[config.mk]
export PLATFORM = sky130hd
export DESIGN_NAME = iack_sequencer
export DESIGN_NICKNAME = d
export VERILOG_FILES = /design/src/rtl/iack_pkg.sv /design/src/rtl/iack_phase_ctrl.sv /design/src/rtl/iack_vector_capture.sv /design/src/rtl/iack_strobe_decode.sv /design/src/rtl/iack_sequencer.sv
export SDC_FILE = /design/constraint.sdc
export NUM_CORES = 1
export LEC_CHECK = 0
export ABC_AREA = 1
export BUFFER_PORTS_ARGS = -buffer_cell sky130_fd_sc_hd__buf_2
export CAP_MARGIN = 20
export CORE_UTILIZATION = 43
export DETAILED_ROUTE_END_ITERATION = 6
export HOLD_SLACK_MARGIN = 0.15
export PLACE_DENSITY = 0.83
export SLEW_MARGIN = 40
export SYNTH_ARGS = -nofsm -noshare
export SYNTH_HDL_FRONTEND = slang
export SYNTH_SLANG_ARGS = --single-unit
[constraint.sdc]
create_clock -name clk -period 1.3 [get_ports clk]
set_input_delay 0.195 -clock clk [delete_from_list [all_inputs] [get_ports clk]]
set_output_delay 0.195 -clock clk [all_outputs]
set_load 0.02 [all_outputs]
[src/rtl/iack_pkg.sv]
// Package: shared types for the interrupt acknowledge sequencer.
// Assumes: one phase value per base clock of an acknowledge bus cycle.
package iack_pkg;

    typedef enum logic [2:0] {
        PH_IDLE = 3'd0,
        PH_T1   = 3'd1,
        PH_T2   = 3'd2,
        PH_T3   = 3'd3,
        PH_TW   = 3'd4,
        PH_T4   = 3'd5
    } iack_phase_e;

endpackage

[src/rtl/iack_phase_ctrl.sv]
// Module: iack_phase_ctrl
// Steps through ACK_CYCLES acknowledge bus cycles. Each cycle is T1, T2, T3,
// zero or more TW, then T4. A cycle leaves T3/TW only when ready is high.
// Assumes: the request is sampled only in PH_IDLE and ignored otherwise.
module iack_phase_ctrl
    import iack_pkg::*;
#(
    parameter int ACK_CYCLES = 2
) (
    input  logic                                          clk,
    input  logic                                          rst_n,
    input  logic                                          req_i,
    input  logic                                          ready_i,
    output iack_phase_e                                   phase_o,
    output logic [((ACK_CYCLES > 1) ? $clog2(ACK_CYCLES) : 1)-1:0] cyc_o,
    output logic                                          last_cyc_o,
    output logic                                          sample_o,
    output logic                                          done_o
);

    localparam int IDX_W = (ACK_CYCLES > 1) ? $clog2(ACK_CYCLES) : 1;
    localparam logic [IDX_W-1:0] LAST_IDX = IDX_W'(ACK_CYCLES - 1);

    iack_phase_e      phase_q, phase_d;
    logic [IDX_W-1:0] cyc_q, cyc_d;

    // Next phase and cycle index for the current phase and inputs.
    always_comb begin
        phase_d = phase_q;
        cyc_d   = cyc_q;
        unique case (phase_q)
            PH_IDLE: begin
                if (req_i) begin
                    phase_d = PH_T1;
                    cyc_d   = '0;
                end
            end
            PH_T1: phase_d = PH_T2;
            PH_T2: phase_d = PH_T3;
            PH_T3, PH_TW: phase_d = ready_i ? PH_T4 : PH_TW;
            PH_T4: begin
                if (cyc_q == LAST_IDX) begin
                    phase_d = PH_IDLE;
                end else begin
                    phase_d = PH_T1;
                    cyc_d   = cyc_q + IDX_W'(1);
                end
            end
            default: phase_d = PH_IDLE;
        endcase
    end

    // Phase and cycle index registers with synchronous reset.
    always_ff @(posedge clk) begin
        if (!rst_n) begin
            phase_q <= PH_IDLE;
            cyc_q   <= '0;
        end else begin
            phase_q <= phase_d;
            cyc_q   <= cyc_d;
        end
    end

    // Status derived from the registered phase.
    always_comb begin
        phase_o    = phase_q;
        cyc_o      = cyc_q;
        last_cyc_o = (cyc_q == LAST_IDX);
        sample_o   = ((phase_q == PH_T3) || (phase_q == PH_TW)) && ready_i;
        done_o     = (phase_q == PH_T4) && (cyc_q == LAST_IDX);
    end

    // ready low at the end of a strobe clock adds a wait clock.
    a_r5_wait_inserted: assert property (@(posedge clk) disable iff (!rst_n)
        ((phase_q == PH_T3) || (phase_q == PH_TW)) && !ready_i |=> (phase_q == PH_TW));

    // the closing clock of the last cycle always returns to idle.
    a_r8_done_to_idle: assert property (@(posedge clk) disable iff (!rst_n)
        (phase_q == PH_T4) && (cyc_q == LAST_IDX) |=> (phase_q == PH_IDLE));

    // a request seen while idle opens the first cycle next clock.
    a_r2_start_on_req: assert property (@(posedge clk) disable iff (!rst_n)
        (phase_q == PH_IDLE) && req_i |=> (phase_q == PH_T1) && (cyc_q == '0));

endmodule

[src/rtl/iack_vector_capture.sv]
// Module: iack_vector_capture
// Holds the vector byte from the low lane of the data bus and raises a
// one-clock valid flag after the sequence's closing clock.
// Assumes: sample_i is high only in the capturing cycle's last strobe clock.
module iack_vector_capture #(
    parameter int DATA_W = 16,
    parameter int VEC_W  = 8
) (
    input  logic              clk,
    input  logic              rst_n,
    input  logic              sample_i,
    input  logic              done_i,
    input  logic [DATA_W-1:0] data_i,
    output logic [VEC_W-1:0]  vec_o,
    output logic              valid_o
);

    localparam int LANE_W = (VEC_W < DATA_W) ? VEC_W : DATA_W;

    logic [VEC_W-1:0] vec_q;
    logic             valid_q;
    logic [VEC_W-1:0] lane_low;

    // Select the low byte lane; zero-extend if the bus is narrower.
    generate
        if (LANE_W == VEC_W) begin : g_full_lane
            assign lane_low = data_i[VEC_W-1:0];
        end else begin : g_narrow_lane
            assign lane_low = {{(VEC_W-LANE_W){1'b0}}, data_i[LANE_W-1:0]};
        end
    endgenerate

    // Vector register and valid pulse with synchronous reset.
    always_ff @(posedge clk) begin
        if (!rst_n) begin
            vec_q   <= '0;
            valid_q <= 1'b0;
        end else begin
            if (sample_i) begin
                vec_q <= lane_low;
            end
            valid_q <= done_i;
        end
    end

    assign vec_o   = vec_q;
    assign valid_o = valid_q;

    // the vector changes only on a capture strobe.
    a_r6_vec_held: assert property (@(posedge clk) disable iff (!rst_n)
        !sample_i |=> $stable(vec_q));

endmodule

[src/rtl/iack_strobe_decode.sv]
// Module: iack_strobe_decode
// Turns the registered phase into the bus control outputs.
// Assumes: phase comes straight from a register, so the outputs do not glitch.
module iack_strobe_decode
    import iack_pkg::*;
(
    input  iack_phase_e phase_i,
    output logic        ale_o,
    output logic        inta_n_o,
    output logic        lock_o
);

    // Output decode per phase.
    always_comb begin
        ale_o    = (phase_i == PH_T1);
        inta_n_o = !((phase_i == PH_T2) || (phase_i == PH_T3) || (phase_i == PH_TW));
        lock_o   = (phase_i != PH_IDLE);
    end

endmodule

[src/rtl/iack_sequencer.sv]
// Module: iack_sequencer (top)
// Runs two locked acknowledge bus cycles per request and takes the vector
// from the low data lane in the second cycle.
// Assumes: ack_req_i, ready_i and data_i are synchronous to clk.
module iack_sequencer
    import iack_pkg::*;
#(
    parameter int DATA_W     = 16,
    parameter int VEC_W      = 8,
    parameter int ACK_CYCLES = 2
) (
    input  logic              clk,
    input  logic              rst_n,
    input  logic              ack_req_i,
    input  logic [DATA_W-1:0] data_i,
    input  logic              ready_i,
    output logic              inta_n_o,
    output logic              lock_o,
    output logic              ale_o,
    output logic              vec_valid_o,
    output logic [VEC_W-1:0]  vec_o
);

    localparam int IDX_W = (ACK_CYCLES > 1) ? $clog2(ACK_CYCLES) : 1;

    iack_phase_e      phase;
    logic [IDX_W-1:0] cyc;
    logic             last_cyc;
    logic             sample;
    logic             done;
    logic             capture_en;

    iack_phase_ctrl #(.ACK_CYCLES(ACK_CYCLES)) u_phase (
        .clk        (clk),
        .rst_n      (rst_n),
        .req_i      (ack_req_i),
        .ready_i    (ready_i),
        .phase_o    (phase),
        .cyc_o      (cyc),
        .last_cyc_o (last_cyc),
        .sample_o   (sample),
        .done_o     (done)
    );

    // Capture only in the final cycle of the sequence.
    assign capture_en = sample && last_cyc;

    iack_vector_capture #(.DATA_W(DATA_W), .VEC_W(VEC_W)) u_capture (
        .clk      (clk),
        .rst_n    (rst_n),
        .sample_i (capture_en),
        .done_i   (done),
        .data_i   (data_i),
        .vec_o    (vec_o),
        .valid_o  (vec_valid_o)
    );

    iack_strobe_decode u_decode (
        .phase_i  (phase),
        .ale_o    (ale_o),
        .inta_n_o (inta_n_o),
        .lock_o   (lock_o)
    );

    // the strobe is never active without the bus lock.
    a_r3_lock_covers_inta: assert property (@(posedge clk) disable iff (!rst_n)
        !inta_n_o |-> lock_o);

    // address latch and acknowledge strobe never overlap.
    a_r4_ale_not_with_inta: assert property (@(posedge clk) disable iff (!rst_n)
        ale_o |-> inta_n_o);

    // the valid flag lasts a single clock.
    a_r7_valid_one_clock: assert property (@(posedge clk) disable iff (!rst_n)
        vec_valid_o |=> !vec_valid_o);

    // the valid flag follows the release of the bus lock.
    a_r7_valid_after_unlock: assert property (@(posedge clk) disable iff (!rst_n)
        vec_valid_o |-> !lock_o && $past(lock_o));

endmodule

==> key figures <==
Outcome
  • Status: complete, no violations

CTS
  • Max H-tree Level: 1
  • Clock root buffer: clkbuf_4
  • Worst-Skew Late Latency: roughly 0.28 ns
  • Hold-fix buffers, CTS: 0
  • Clk buf depth: 2
  • CTS tree: done
  • Sink Count: 13
  • Reg clk slew, reported paths: approximately 0.070 ns
  • CTS Buf Count: 3

Timing
  • Slew @ Worst Pin: slightly below 0.2 ns
  • Worst rel slew slack: between 80% and 90%
  • Final Hold Viols: 0
  • Clock Skew: approximately 0.0043 ns
  • Fin. max-slew vios: 0
  • RSZ-0062 raised after global routing: yes
  • Final setup viols: 0
  • Max Clock Freq: 795 MHz
  • Worst Setup Slack, final: between 0.04 and 0.05 ns
  • Fin crit share: between 90% and 100%
  • Final min period: approximately 1.3 ns

Layout
  • Fraction of final layout cells with drive strength greater than 1: between 30% and 40%
  • Diodes inserted: 0
  • Final #Nets: ~150
  • Layout area overhead: 29.0%
  • Layout Cells excl Fill: about 140
  • Fillers: approximately 130

Floorplanning
  • Top-Level Pins: 32
  • Core area: between 1000 and 1500 sq um
  • Row count: 13
  • Horiz. Die Dim: between 40 and 50 um
  • Starting density of the core: 48.4%
  • Die area: 1700 sq um
  • Die Y: ~40 um

Logic synthesis
  • Top FF cell, synth: dfxtp_1
  • EDFF count, synth: 0
  • Synth top area cells: dfxtp_1, inv_1, nand2_1
  • Syn Std Cell Area: 661 sq um
  • Number of synthesized register bits: 13
  • Ys async rst share: 0%
  • Syn avg cell area: between 6 and 7 sq um
  • Top cell types by occurrence after synthesis: inv_1, nand2_1, dfxtp_1
  • Post-Syn Nets: approximately 120
  • Top-count cell post-synth: inv_1
  • Top cell type's share of synthesized area: 39.4%
  • Seq/Total Area, Yosys: 39.4%
  • Synth unique cells: 17
  • Synth warn: 0
  • Yosys top cell by area: dfxtp_1
  • Syn Inst Count: 101

Power
  • Leak: ~0.46 nW
  • Maximum vdd ir drop: approximately 0.93 mV
  • Cell Pwr Density: between 1000 and 1500 nW/um^2

Place
  • # port buffers: 23
  • Pre-CTS WS: roughly 0.13 ns
  • DP HPWL: approximately 980 um
  • DP Cell Count: between 100 and 150
  • GP Congestion: ~0.87

Critical path
  • Crit Path Category: reg -> out
  • CP max FO: 4
  • Worst path slowest cell: dfxtp_4
  • Worst EP required: 1.11 ns
  • Largest stage delay, worst path: approximately 0.37 ns
  • Critical path arrival: around 1.1 ns
  • Worst path cell trace: nor2_4 > a21oi_1 > buf_4
  • Setup crit end kind: primary output
  • Critical Path Start Type: flip-flop

Route
  • Vias per std cell: 4.73
  • Routed WL per cell: ~11 um
  • DRC: 0
  • Remaining antenna violation count: 0
  • WL final: about 1.5 mm
  • DRT Pass-1 Iters: 4
  • DR vias: about 680
  • Iteration-0 DRC count of the detailed router: 16

GRT
  • Initial antenna violation count: 0
  • Vias in the first global route: 520
  • Grt total ovfl: 0
  • First-pass GRT wire length: approximately 2.1 mm
  • Largest net degree at the start of global routing: 12
  • Total global-route track usage: 19.6%

Worst hold path
  • Hold crit path type: in -> reg

Flow run
  • Max-Cap Viols: 0
layout by cell type, fill, tap and decap left out:
cell	Yosys	layout
nor2_4	1	1
clkbuf_1	2	1
nand3_2	1	1
dfxtp_4	0	3
nand2_2	1	2
a21oi_1	4	4
inv_2	1	2
nor3_2	0	1
buf_4	0	4
buf_2	1	22
nand2_1	22	21
nand3_4	1	1
o21ai_0	2	2
nor2_1	12	12
nand2_4	1	1
clkbuf_4	0	3
dfxtp_1	13	10
nand4_1	8	8
nand3_1	2	2
inv_1	28	27
area by class of cell:
cell class              count  area (sq um)  area share, %
multi-input cells          56           287           33.6
flip-flops and latches     13           272           31.9
inverters                  29           109           12.8
clock buffers               4          26.3           3.08
repair buffers             26           140           16.4
well taps                  15          18.8           2.20
cells by family after synthesis:
group                  after synthesis  synth area share, %
AND/OR/NAND/NOR                     50                 37.7
buffers and inverters               32                 18.4
flip-flops                          13                 39.4
AO/OA/AOI/OAI                        6                 4.55
worst max-delay path: cells and delay by family, from the launching register on:
family	cells	cell delay, ns
AO/OA/AOI/OAI	1	0.09
buffers and inverters	1	0.16
flip-flops	1	0.37
AND/OR/NAND/NOR	1	0.16
where the power goes:
group	switching, mW	internal (mW)	leakage (nW)
logic	0.222	0.135	0.341
registers	0.0422	0.432	0.107
clock network	0.137	0.119	0.0150
final timing paths:
path / startpoint / slack (ns) / endpoint / cells past startpoint
worst max-delay path: u_phase.phase_o[0] / 0.04 / inta_n_o / 3
worst min-delay path: ack_req_i / 0.21 / u_phase.phase_o[0] / 3
worst max register to register: u_phase.phase_o[0] / 0.13 / u_capture.vec_o[0] / 7
worst min register to register: u_capture.vec_o[7] / 0.51 / u_capture.vec_o[7] / 4
repair_timing:
action	in CTS	in global routing
pin swaps	0	1
cloned	0	0
setup buffers	0	2
resized for setup	4	6
endpoints found under the setup margin	3	3
flip-flops by register name, summed over array words and instances, names as in the netlist:
signal	flops
u_capture.vec_o	8
u_phase.phase_o	3
u_capture.valid_o	1
u_phase.cyc_o	1
per-layer routing:
metal | vias up | wire (um) | global-route usage (%) | share of wire, %
met4 | 0 | 34 | 12.1 | 2.3
met3 | 5 | 74 | 3.26 | 4.9
met1 | 289 | 646 | 22.3 | 43
li1 | 356 | - | - | -
met2 | 27 | 752 | 33.6 | 50
met5 | - | 0 | 0 | 0
per-stage QoR:
step | total power [mW] | hold slack, ns | TNS [ns] | instance area [sq um] | utilization [%]
global route | 1.14 | 0.238 | -0.00443 | 852 | 62.4
global placement | 0.747 | 0.488 | 0 | 790 | 57.8
finish | 1.09 | 0.212 | 0 | 852 | 62.4
detailed placement | 0.759 | 0.495 | 0 | 790 | 57.8
floorplan | 0.674 | 0.346 | 0 | 661 | -
CTS | 1.03 | 0.220 | 0 | 822 | 60.2
(Power assumes the default switching activity.)
